$ cat src/rtl/serr_pkg.sv
package serr_pkg;
    localparam int NSRC      = 5;
    localparam int SRC_APAR  = 0;
    localparam int SRC_DPAR  = 1;
    localparam int SRC_TABT  = 2;
    localparam int SRC_MABT  = 3;
    localparam int SRC_FATAL = 4;

    localparam logic [3:0] CMD_SPECIAL = 4'b0001;
    localparam logic [3:0] CMD_CFG_RD  = 4'b1010;
    localparam logic [3:0] CMD_CFG_WR  = 4'b1011;

    typedef enum logic {
        ST_IDLE  = 1'b0,
        ST_DRIVE = 1'b1
    } serr_state_e;
endpackage

$ cat src/rtl/serr_qualify.sv
module serr_qualify
    import serr_pkg::*;
(
    input  logic [3:0]      cmd,
    input  logic [NSRC-1:0] raw_evt,
    input  logic [NSRC-1:0] report_en,
    output logic [NSRC-1:0] qual,
    output logic            fire
);
    logic is_special;
    logic is_cfg;

    always_comb begin
        is_special = (cmd == CMD_SPECIAL);
        is_cfg     = (cmd == CMD_CFG_RD) || (cmd == CMD_CFG_WR);
        qual            = raw_evt;
        qual[SRC_DPAR]  = raw_evt[SRC_DPAR] & is_special;
        qual[SRC_MABT]  = raw_evt[SRC_MABT] & ~is_special & ~is_cfg;
        fire            = |(qual & report_en);
    end
endmodule

$ cat src/rtl/serr_status.sv
module serr_status
    import serr_pkg::*;
(
    input  logic            clk,
    input  logic            rst_n,
    input  logic [NSRC-1:0] set_i,
    input  logic [NSRC-1:0] clr_i,
    output logic [NSRC-1:0] status
);
    for (genvar i = 0; i < NSRC; i++) begin : g_bit
        always_ff @(posedge clk or negedge rst_n) begin
            if (!rst_n)
                status[i] <= 1'b0;
            else if (set_i[i])
                status[i] <= 1'b1;
            else if (clr_i[i])
                status[i] <= 1'b0;
        end
    end
endmodule

$ cat src/rtl/serr_pulse_fsm.sv
module serr_pulse_fsm
    import serr_pkg::*;
#(
    parameter int PULSE_LEN = 1
) (
    input  logic clk,
    input  logic rst_n,
    input  logic fire,
    output logic serr_n,
    output logic serr_oe
);
    localparam int CNT_W = (PULSE_LEN > 1) ? $clog2(PULSE_LEN) : 1;
    localparam logic [CNT_W-1:0] LAST = CNT_W'(PULSE_LEN - 1);

    serr_state_e state, state_nxt;
    logic [CNT_W-1:0] cnt;
    logic done;

    assign done = (cnt == LAST);

    always_comb begin
        state_nxt = state;
        unique case (state)
            ST_IDLE:  if (fire) state_nxt = ST_DRIVE;
            ST_DRIVE: if (done) state_nxt = ST_IDLE;
            default:  state_nxt = ST_IDLE;
        endcase
    end

    always_ff @(posedge clk or negedge rst_n) begin
        if (!rst_n)
            state <= ST_IDLE;
        else
            state <= state_nxt;
    end

    always_ff @(posedge clk or negedge rst_n) begin
        if (!rst_n)
            cnt <= '0;
        else if (state == ST_DRIVE && !done)
            cnt <= cnt + 1'b1;
        else
            cnt <= '0;
    end

    always_comb begin
        serr_n  = 1'b1;
        serr_oe = 1'b0;
        unique case (state)
            ST_IDLE:  begin serr_n = 1'b1; serr_oe = 1'b0; end
            ST_DRIVE: begin serr_n = 1'b0; serr_oe = 1'b1; end
            default:  begin serr_n = 1'b1; serr_oe = 1'b0; end
        endcase
    end
endmodule

$ cat src/rtl/serr_reporter.sv
module serr_reporter
    import serr_pkg::*;
#(
    parameter int PULSE_LEN = 1
) (
    input  logic            clk,
    input  logic            rst_n,
    input  logic [3:0]      cmd,
    input  logic            addr_par_err,
    input  logic            data_par_err,
    input  logic            target_abort,
    input  logic            master_abort,
    input  logic            fatal_err,
    input  logic [NSRC-1:0] report_en,
    input  logic [NSRC-1:0] status_clr,
    output logic            serr_n,
    output logic            serr_oe,
    output logic [NSRC-1:0] status
);
    logic [NSRC-1:0] raw_evt;
    logic [NSRC-1:0] qual;
    logic            fire;

    always_comb begin
        raw_evt            = '0;
        raw_evt[SRC_APAR]  = addr_par_err;
        raw_evt[SRC_DPAR]  = data_par_err;
        raw_evt[SRC_TABT]  = target_abort;
        raw_evt[SRC_MABT]  = master_abort;
        raw_evt[SRC_FATAL] = fatal_err;
    end

    serr_qualify u_qual (
        .cmd       (cmd),
        .raw_evt   (raw_evt),
        .report_en (report_en),
        .qual      (qual),
        .fire      (fire)
    );

    serr_status u_stat (
        .clk    (clk),
        .rst_n  (rst_n),
        .set_i  (qual),
        .clr_i  (status_clr),
        .status (status)
    );

    serr_pulse_fsm #(.PULSE_LEN(PULSE_LEN)) u_fsm (
        .clk     (clk),
        .rst_n   (rst_n),
        .fire    (fire),
        .serr_n  (serr_n),
        .serr_oe (serr_oe)
    );
endmodule

$ cat config.mk
export PLATFORM = sky130hd
export DESIGN_NAME = serr_reporter
export DESIGN_NICKNAME = d
export VERILOG_FILES = /design/src/rtl/serr_pkg.sv /design/src/rtl/serr_qualify.sv /design/src/rtl/serr_status.sv /design/src/rtl/serr_pulse_fsm.sv /design/src/rtl/serr_reporter.sv
export SDC_FILE = /design/constraint.sdc
export NUM_CORES = 1
export LEC_CHECK = 0
export ABC_CLOCK_PERIOD_IN_PS = 2200
export BUFFER_PORTS_ARGS = -buffer_cell sky130_fd_sc_hd__buf_2
export CORE_AREA = 2 2 39 41
export DETAILED_ROUTE_END_ITERATION = 6
export DIE_AREA = 0 0 41 43
export GPL_TIMING_DRIVEN = 0
export PLACE_DENSITY_LB_ADDON = 0.1
export REMOVE_ABC_BUFFERS = 1
export SYNTH_ARGS = -nofsm -noshare
export SYNTH_HDL_FRONTEND = slang
export SYNTH_SLANG_ARGS = --single-unit
$ cat constraint.sdc
create_clock -name clk -period 2.2 [get_ports clk]
set_input_delay 0.22 -clock clk [delete_from_list [all_inputs] [get_ports clk]]
set_output_delay 0.22 -clock clk [all_outputs]
set_load 0.03 [all_outputs]
After elaboration in Yosys (flattened, before gate mapping)
Index checks and enable logic that the tools add are counted.

Word-level logic and storage cells: 42. Bits in latches: 0. ROM bits: 0. Bits in writable memories: 0. Memories: 0. Register bits: 7. Output and inout bits: 7.

$mul: 0. Bitwise operators: 7. Muxes and demuxes: 16. Reductions and logical operators: 8. Equality and inequality tests: 3. Add/subtract/negate cells: 1. Order comparisons: 0. Divide/modulo/power cells: 0. Shifts and indexed selects: 0.

Operators by type and width (count): $mux 1 (13); $reduce_bool 2->1 (5); $eq 4x4->1 const B (2); $pmux 1 s2 (3); $and 5x5->5 (1); $reduce_or 5->1 (1); $eq 4x1->1 const B (1); $and 1x1->1 (3); $not 1->1 (3); $add 1x1->1 const B (1); $logic_and 1x1->1 (1); $logic_or 1x1->1 (1).

Longest topological paths before layout
Gate-level depths: netlist of run 1.

Word-level depth: 8. Gate-level depth with buffers: 4.

By module
A second synthesis of run 1 with hierarchy kept.

Cell total of the unflattened synthesis: 33. Area total of the unflattened synthesis: 351.6 sq um.

Modules (own cells, without submodules): serr_status (sequential area each 125.1 sq um, cells each 15, area an instance 181.4 sq um, times used 1); serr_qualify (sequential area each 0.0 sq um, cells each 13, area an instance 97.6 sq um, times used 1); serr_pulse_fsm (sequential area each 50.0 sq um, cells each 5, area an instance 72.6 sq um, times used 1).

Worst setup path after synthesis of run 1
No wires, ideal clock.

Kind: register to register. Start: register u_fsm.state. End: register u_fsm.state. Data required time: 2074 ps. Buffers on the path: 0. Data arrival time: 997 ps. Slack: 1077 ps. Stages on the path, launching flop included: 4. Cell sequence: dfrtp_1 > a21oi_1 > nand2_1 > o32a_1.

Longest elaborated chain between the ends: 2.

Ends and longest elaborated chain: start: declaration (RTL line serr_pulse_fsm.sv:15) `serr_state_e state, state_nxt;`; start signal: assignment (RTL line serr_pulse_fsm.sv:34) `state <= state_nxt;`; $not 1->1; $pmux 1 s2 * (RTL line serr_pulse_fsm.sv:23) `unique case (state)`; via u_fsm.state_nxt (RTL line serr_pulse_fsm.sv:15).

Mark *: on every way through the listed nets, which the timed path passes. The rest lies on a longest branch. A chain may end at the register's enable or synchronous reset.

Worst setup path in the final report of run 1
Start: register u_fsm.state. End: output serr_n.

Longest elaborated chain between the ends: 2.

Ends and longest elaborated chain: $not 1->1; $pmux 1 s2 * (RTL line serr_pulse_fsm.sv:49) `unique case (state)`; end: declaration (RTL line serr_reporter.sv:16) `output logic serr_n,`.

Every way passes the cells marked *; elsewhere a longest branch is shown, timed or not.

==> out/qor.yml, run 1 <==
routing:
  num_vias: 346
  drt_pre_antenna_iters: 1
  totalWireLength_um: 741
  post-route-drc-count: 0
  via_per_inst: 4.27
  routedWlPerCell_um: 9.15
  dr.first_iter.drc_count: 0
  ant_nets: 0
flow_run:
  maxCapViolCount: 0
yosys:
  synth-edff-count: 0
  ys_types: 14
  synth_flop_cell: "dfrtp_1"
  synth_area_um2: 329
  netlist_top_cells_area: "dfrtp_1, inv_1, a21o_1"
  yosys-top-cells-count: "dfrtp_1, inv_1, a21o_1, a21oi_1, o21ai_0"
  yosysSeqAreaShare_pct: 53.2
  syn_inst: 33
  synth_top_area_share_pct: 53.2
  synth_seq_cells: 7
  yosys_warnings: 0
  ys_async_sr_fraction_pct: 100
  syn_avg_cell_area_um2: 9.97
  synth_top_area_cell: "dfrtp_1"
timing:
  rsz0062_at_grt: "false"
  slew_violations: 0
  setup_violations: 0
  finalHoldViolCount: 0
  whs_ps: 165
  period_share_pct: 50.9
  fmax_mhz: 893
  min_period_ps: 1120
  skew_ps: 0.139
  setup_tns_ps: 0
placement:
  port_buffers: 27
  placed_cell_area_um2: 484
  gp_congestion: 0.691
  place_hpwl_um: 630
clock_network:
  ctsResizeCount: 0
  post_cts_buffers: 0
  path_clk_slew_ps: 50
  cts.sinks: 7
  ctsHoldBuffers: 1
  cts-root-buf: "clkbuf_4"
  cts_tree: "yes"
  htree_levels: 1
  clk_latency_ps: 240
  cts_buffers: 3
  clockBufferDepth: 2
critical_path:
  cp-start-kind: "flop"
  crit_required_ps: 1980
  crit_path_end_kind: "output pin"
  cp.arrival_ps: 900
  setup.worst_path.class: "reg -> out"
  crit_fanout: 3
finish:
  diodes: 0
  multiInputGateArea_um2: 128
  ff_latch_area_um2: 175
  fin_nets: 87
  post-route-util_pct: 37.6
  drive_gt1_share_pct: 47.7
  stdcell_area_um2: 520
  area_growth_pct: 58.2
  fillCellCount: 162
min_path:
  min_path_type: "in -> reg"
global_route:
  grt_max_degree: 8
  grt_pass1_wl_um: 1210
  grt_usage_pct: 10.5
  grt_remaining_overflow: 0
  grt_pass1_vias: 333
  antenna_found_initial: 0
power_and_ir_drop:
  power_leakage_nw: 0.293
  pwr_density_cell_nw_per_um2: 647
  peakVddDrop_mv: 0.375
floorplanning:
  num_rows: 14
  die_y_um: 43
  die_area_um2: 1760
  io_pins: 28
  core-area_um2: 1380
  dieWidth_um: 41
  start_util_pct: 23.8
run_status:
  status: "finished clean"
-- registers in the layout (all words and copies together) (netlist names) --
register	count
u_fsm.state	1
u_fsm.cnt	1
u_stat.status	5
-- cells in the final DEF, fill, tap and decap left out, drive strengths merged --
master / count
a21o: 3
nor4bb: 1
o211a: 1
dfrtp: 7
clkbuf: 4
inv: 7
a22oi: 1
nand2: 2
buf: 27
nor3b: 1
dlygate4sd3: 1
nor2: 1
a21oi: 3
conb: 1
o21ai: 3
o32a: 1
a32oi: 1
-- final timing paths --
path,start,to,slack [ps],cells past startpoint
max reg2reg,u_fsm.state$_DFF_PN0_,u_fsm.state$_DFF_PN0_,1170,3
max,u_fsm.state$_DFF_PN0_,serr_n,1080,2
min,status_clr[3],u_stat.status[3]$_DFFE_PN0P_,160,2
max in group asynchronous,rst_n,u_stat.status[4]$_DFFE_PN0P_,1710,2
min in group asynchronous,rst_n,u_stat.status[2]$_DFFE_PN0P_,330,2
min reg2reg,u_stat.status[2]$_DFFE_PN0P_,u_stat.status[2]$_DFFE_PN0P_,470,1
-- critical path, stage by stage, from the launching register on --
cell	delay, ps
dfrtp_1	390
inv_1	80
buf_2	190
-- cell type report --
| cell class | count | area share, % |
|---|---|---|
| Multi-Input combinational cell | 19 | 24.5 |
| Clock buffer | 4 | 5.05 |
| Tap cell | 16 | 3.85 |
| Timing Repair Buffer | 28 | 27.9 |
| Inverter | 7 | 5.05 |
| Sequential cell | 7 | 33.7 |
-- where the power goes --
part	switching, mW	internal (mW)	total (mW)	leakage (nW)
Sequential	0.00508	0.139	0.144	0.0799
Clock	0.0421	0.0689	0.111	0.0150
Combinational	0.0483	0.0336	0.0819	0.198
-- kinds of logic (layout without fill, tap and decap cells) --
kind of cell    after synthesis  in the layout  share of synthesized area (%)
compound gates               13             13                           27.0
other cells                   1              1                           1.14
buf+inv                       7             39                           7.99
flops                         7              7                           53.2
simple gates                  5              5                           10.6
-- per-stage QoR --
step	total power, mW	setup WS (ps)	cells
floorplan	0.189	1080	33
global placement	0.229	1000	76
detailed placement	0.228	1020	76
CTS	0.346	1060	81
global route	0.364	1020	81
finish	0.337	1080	81
-- metal layers --
layer  wire length, um  track usage, %  vias to the layer above
li1                  -               -                      176
met1               302            11.1                      158
met2               363            15.3                       12
met3                75            9.42                        0
met4                 0            2.00                        0
met5                 0               0                        -
No activity file was read; power rests on OpenSTA's default activity.
==> inputs of run 2 (changes only) <==
--- a/config.mk
+++ b/config.mk
@@ -5,7 +5,7 @@
 export SDC_FILE = /design/constraint.sdc
 export NUM_CORES = 1
 export LEC_CHECK = 0
-export ABC_CLOCK_PERIOD_IN_PS = 2200
+export ABC_CLOCK_PERIOD_IN_PS = 950
 export BUFFER_PORTS_ARGS = -buffer_cell sky130_fd_sc_hd__buf_2
 export CORE_AREA = 2 2 39 41
 export DETAILED_ROUTE_END_ITERATION = 6
==> constraint.sdc (replaced) <==
create_clock -name clk -period 0.95 [get_ports clk]
set_input_delay 0.095 -clock clk [delete_from_list [all_inputs] [get_ports clk]]
set_output_delay 0.095 -clock clk [all_outputs]
set_load 0.03 [all_outputs]
==> run 2 against run 1 <==
  * The flow now finishes with violations (setup timing)
  * Highest routed layer unchanged
  * Clock power increased by 130%
  * Total power increased by 140%
  * Sequential share of layout area decreased by 0.64 points
  * Critical path type is now reg -> reg
==> out/qor.yml, run 2 (synthesized netlist as in run 1, its figures left out) <==
run_status:
  status: "complete, but fails checks"  # was finished clean
  violations: "setup timing"
critical_path:
  cp-start-kind: "flop"  # unchanged
  setup.worst_path.class: "reg -> reg"  # was reg -> out
  rrSetupSlack_ps: -30  # was 1170 ps
  crit_required_ps: 1070  # was 1980 ps
  reg2regPathDepth: 3  # unchanged
  crit_fanout: 3  # unchanged
  crit_path_end_kind: "flop"  # was output pin
  cp-startpoint: "u_fsm.state$_DFF_PN0_"  # unchanged
  reg2reg_to: "u_fsm.state$_DFF_PN0_"  # unchanged
  cp.arrival_ps: 1100  # was 900 ps
  reg2reg_from: "u_fsm.state$_DFF_PN0_"  # unchanged
clock_network:
  cts_tree: "yes"  # unchanged
  clk_latency_ps: 240  # about the same
  htree_levels: 1  # unchanged
  clockBufferDepth: 2  # unchanged
  post_cts_buffers: 0  # unchanged
  cts-root-buf: "clkbuf_4"  # unchanged
  cts_buffers: 3  # unchanged
  path_clk_slew_ps: 50  # about the same
  cts.sinks: 7  # unchanged
min_path:
  min_path_type: "in -> reg"  # unchanged
  min_from: "status_clr[3]"  # unchanged
  hold_depth: 2  # unchanged
  holdPathEnd: "u_stat.status[3]$_DFFE_PN0P_"  # unchanged
routing:
  routedWlPerCell_um: 9.20  # was 9.15 um
  via_per_inst: 4.28  # was 4.27
  dr.first_iter.drc_count: 0  # unchanged
  totalWireLength_um: 745  # was 741 um
  post-route-drc-count: 0  # unchanged
  drt_pre_antenna_iters: 1  # unchanged
  num_vias: 347  # was 346
  ant_nets: 0  # unchanged
finish:
  post-route-util_pct: 38.3  # was 37.6%
  drive_gt1_share_pct: 49.2  # was 47.7%
  top_register: "u_stat.status"  # unchanged
  largest_reg_flops: 5  # unchanged
  layout_common_cells: "buf_2, inv_1, dfrtp_1"  # unchanged
  area_growth_pct: 61.2  # was 58.2%
  fin_nets: 87  # unchanged
  final_common_cell: "buf_2"  # unchanged
  diodes: 0  # unchanged
  stdcell_count: 81  # unchanged
  largestRegisters: "u_stat.status x5, u_fsm.cnt x1, u_fsm.state x1"  # unchanged
  stdcell_area_um2: 531  # was 520 um^2
  fillCellCount: 163  # was 162
power_and_ir_drop:
  power_mw: 0.794  # was 0.337 mW
  pwr_density_cell_nw_per_um2: 1500  # was 647 nW/um^2
  peakVddDrop_mv: 0.875  # was 0.375 mV
  power_leakage_nw: 0.295  # was 0.293 nW
global_route:
  grt_pass1_wl_um: 1260  # was 1210 um
  grt_remaining_overflow: 0  # unchanged
  grt_pass1_vias: 342  # was 333
  met3_usage_pct: 9.42  # unchanged
  globalRouteMet2Util_pct: 15.3  # unchanged
  antenna_found_initial: 0  # unchanged
  grt_usage_pct: 10.9  # was 10.5%
  top_usage_layer: "met2"  # unchanged
  use_met1_pct: 12.5  # was 11.1%
  grt_max_degree: 8  # unchanged
floorplanning:
  start_util_pct: 23.8  # unchanged
  io_pins: 28  # unchanged
  core-area_um2: 1380  # unchanged
  die_area_um2: 1760  # unchanged
  die_y_um: 43  # unchanged
  dieWidth_um: 41  # unchanged
  num_rows: 14  # unchanged
placement:
  place_hpwl_um: 630  # unchanged
  post-place-ws_ps: -102  # was 1020 ps
  dp.cells: 76  # unchanged
  placed_cell_area_um2: 484  # unchanged
  gp_congestion: 0.691  # unchanged
  port_buffers: 27  # unchanged
timing:
  min_period_ps: 978
  finalHoldViolCount: 0  # unchanged
  skew_ps: 0.139  # unchanged
  rsz0062_at_grt: "true"  # was false
  fin_ws_ps: -28.3  # was 1080 ps
  setup_tns_ps: -52.2  # was 0 ps
  slew_violations: 0  # unchanged
  setup_violations: 2  # was 0
  fmax_mhz: 1020
  whs_ps: 39.7  # was 165 ps
  period_share_pct: 103
flow_run:
  maxCapViolCount: 0  # unchanged
[run 2: cell counts in the layout (fill, tap and decap cells not counted)]
No cell type changed its count.
[run 2: worst max path at each step]
stage,to,slack (ps),cells after the start
3_5_place_dp,u_fsm.state$_DFF_PN0_,-100,5
3_3_place_gp,u_fsm.state$_DFF_PN0_,-120,5
2_1_floorplan,u_fsm.state$_DFF_PN0_,-170,3
5_1_grt,serr_n,-80,2
4_1_cts,u_fsm.state$_DFF_PN0_,-50,3
6_report,u_fsm.state$_DFF_PN0_,-30,3
[run 2: worst max-delay path, stage by stage (launching register included)]
cell     delay (ps)
dfrtp_1         400
a21oi_2         110
nand2_1          70
o32a_1          280
[run 2: layout make-up]
class / count / area (um^2) / area share, %
clock buffer: 4 / 26.3 / 4.95
inverter: 7 / 26.3 / 4.95
multi-input combinational: 19 / 131 / 24.8
sequential: 7 / 175 / 33.0
tap: 16 / 20.0 / 3.77
timing repair buffer: 28 / 151 / 28.5
[run 2: where the power goes]
| part | leakage, nW | total, mW | internal, mW | switching [mW] |
|---|---|---|---|---|
| sequential | 0.0799 | 0.335 | 0.322 | 0.0133 |
| combinational | 0.200 | 0.201 | 0.0865 | 0.115 |
| clock | 0.0150 | 0.257 | 0.160 | 0.0975 |
[run 2: per-layer routing]
layer	part of all wire (%)	vias to the layer above	wire [um]
li1	-	176	-
met1	42	159	313
met2	49	12	362
met3	9.3	0	69
met4	0	0	0
met5	0	-	0
[run 2: repair_timing]
item                       CTS  global route
setup endpoints to repair    2             3
hold endpoints to repair     7             0
hold buffers                 1             0
pin swaps                    1             0
gates resized for setup      3             0
gates cloned                 0             0
==> inputs of run 3 (changes only) <==
--- a/config.mk
+++ b/config.mk
@@ -5,7 +5,7 @@
 export SDC_FILE = /design/constraint.sdc
 export NUM_CORES = 1
 export LEC_CHECK = 0
-export ABC_CLOCK_PERIOD_IN_PS = 950
+export ABC_CLOCK_PERIOD_IN_PS = 1040
 export BUFFER_PORTS_ARGS = -buffer_cell sky130_fd_sc_hd__buf_2
 export CORE_AREA = 2 2 39 41
 export DETAILED_ROUTE_END_ITERATION = 6
==> constraint.sdc (replaced) <==
create_clock -name clk -period 1.04 [get_ports clk]
set_input_delay 0.104 -clock clk [delete_from_list [all_inputs] [get_ports clk]]
set_output_delay 0.104 -clock clk [all_outputs]
set_load 0.03 [all_outputs]
==> run 3 against run 2 <==
  * The run now ends clean
  * Clock power fell by 8.6%
  * Sequential power fell by 8.7%
  * Cell area did not move
  * Largest cell class unchanged
  * Setup slack improved by 87 ps
  * Critical endpoint is now serr_n
  * Sequential share of layout area did not move
  * Register-to-register slack improved by 90 ps
  * Die area did not move
  * First-iteration DRC count did not move
  * Clock-buffer cell count did not move
  * Non-clock buffer count did not move
==> out/qor.yml, run 3 (synthesized netlist as in run 1, its figures left out) <==
clock_network:
  cts-root-buf: "clkbuf_4"  # unchanged
  htree_levels: 1  # unchanged
  cts_buffers: 3  # unchanged
  cts.sinks: 7  # unchanged
  clockBufferDepth: 2  # unchanged
  clk_latency_ps: 240  # about the same
  cts_tree: "yes"  # unchanged
  path_clk_slew_ps: 50  # about the same
routing:
  num_vias: 347  # unchanged
  drt_pre_antenna_iters: 1  # unchanged
  post-route-drc-count: 0  # unchanged
  via_per_inst: 4.28  # unchanged
  ant_nets: 0  # unchanged
  totalWireLength_um: 745  # unchanged
  dr.first_iter.drc_count: 0  # unchanged
  routedWlPerCell_um: 9.20  # unchanged
floorplanning:
  io_pins: 28  # unchanged
  core-area_um2: 1380  # unchanged
  dieWidth_um: 41  # unchanged
  start_util_pct: 23.8  # unchanged
  die_area_um2: 1760  # unchanged
  die_y_um: 43  # unchanged
  num_rows: 14  # unchanged
finish:
  fin_nets: 87  # unchanged
  largestRegisters: "u_stat.status x5, u_fsm.cnt x1, u_fsm.state x1"  # unchanged
  drive_gt1_share_pct: 49.2  # unchanged
  diodes: 0  # unchanged
  post-route-util_pct: 38.3  # unchanged
  area_growth_pct: 61.2  # unchanged
  top_register: "u_stat.status"  # unchanged
  final_common_cell: "buf_2"  # unchanged
  largest_reg_flops: 5  # unchanged
  layout_common_cells: "buf_2, inv_1, dfrtp_1"  # unchanged
power_and_ir_drop:
  power_leakage_nw: 0.295  # unchanged
  peakVddDrop_mv: 0.799  # was 0.875 mV
  power_mw: 0.725  # was 0.794 mW
  pwr_density_cell_nw_per_um2: 1370  # was 1500 nW/um^2
placement:
  place_hpwl_um: 630  # unchanged
  gp_congestion: 0.691  # unchanged
  port_buffers: 27  # unchanged
timing:
  setup_violations: 0  # was 2
  period_share_pct: 94.4
  fmax_mhz: 1020
  skew_ps: 0.139  # unchanged
  min_period_ps: 981
  slew_violations: 0  # unchanged
  finalHoldViolCount: 0  # unchanged
  rsz0062_at_grt: "true"  # unchanged
critical_path:
  cp.arrival_ps: 880  # was 1100 ps
  crit_fanout: 3  # unchanged
  crit_path_end_kind: "output pin"  # was flop
  crit_required_ps: 940  # was 1070 ps
  cp-start-kind: "flop"  # unchanged
  setup.worst_path.class: "reg -> out"  # was reg -> reg
min_path:
  min_path_type: "in -> reg"  # unchanged
global_route:
  antenna_found_initial: 0  # unchanged
  grt_pass1_vias: 336  # was 342
  grt_usage_pct: 10.8  # was 10.9%
  grt_max_degree: 8  # unchanged
  grt_remaining_overflow: 0  # unchanged
  grt_pass1_wl_um: 1240  # was 1260 um
flow_run:
  maxCapViolCount: 0  # unchanged
run_status:
  status: "finished clean"  # was complete, but fails checks
[run 3: cell counts in the layout (fill, tap and decap cells not counted)]
No cell type changed its count.
[run 3: what timing repair did]
item,4_1_cts,5_1_grt
endpoints found under the setup margin,1,2
buffers inserted,0,0
hold endpoints to repair,7,0
pin swaps,0,1
hold buffers,1,0
resized for setup,2,1
[run 3: cell type report]
cell class / count / area, um^2
Clock buffer: 4 / 26.3
Fill cell: 163 / 853
Timing Repair Buffer: 28 / 151
Tap cell: 16 / 20.0
Sequential cell: 7 / 175
Inverter: 7 / 26.3
Multi-Input combinational cell: 19 / 131
[run 3: worst paths after layout]
path	from	endpoint	slack [ps]	cells after the start
max	u_fsm.state$_DFF_PN0_	serr_n	60	2
min	status_clr[3]	u_stat.status[3]$_DFFE_PN0P_	50	2
max reg2reg	u_fsm.state$_DFF_PN0_	u_fsm.state$_DFF_PN0_	60	3
min reg2reg	u_stat.status[2]$_DFFE_PN0P_	u_stat.status[2]$_DFFE_PN0P_	470	1
max in group asynchronous	rst_n	u_stat.status[4]$_DFFE_PN0P_	670	2
min in group asynchronous	rst_n	u_stat.status[2]$_DFFE_PN0P_	220	2
[run 3: worst max-delay path: stages, from the launching register on]
cell and delay (ps):
dfrtp_1 400, inv_1 100, buf_6 130
[run 3: power by group]
part,internal [mW],total [mW],switching [mW]
Combinational,0.0790,0.184,0.105
Clock,0.146,0.235,0.0891
Sequential,0.294,0.306,0.0121
[run 3: stage by stage]
step                      TNS [ps]  hold slack [ps]  setup WS, ps  instances  instance area, um^2
after floorplan              -83.0             -192         -83.0         33                  329
after global placement       -39.3            -54.2         -39.3         76                  484
after detailed placement     -21.2            -55.0         -21.2         76                  484
after CTS                        0             37.6         0.919         81                  527
after global routing         -2.26             42.6         -2.26         81                  531
final                            0             48.7          58.5         81                  531
[run 3: routing by layer]
metal  routed length (um)  share of wire [%]  vias to the layer above  GRT usage [%]
li1                     -                  -                      176              -
met1                  306                 41                      159           12.1
met2                  362                 49                       12           15.3
met3                   76                 10                        0           9.42
met4                    0                  0                        0           2.00
met5                    0                  0                        -              0
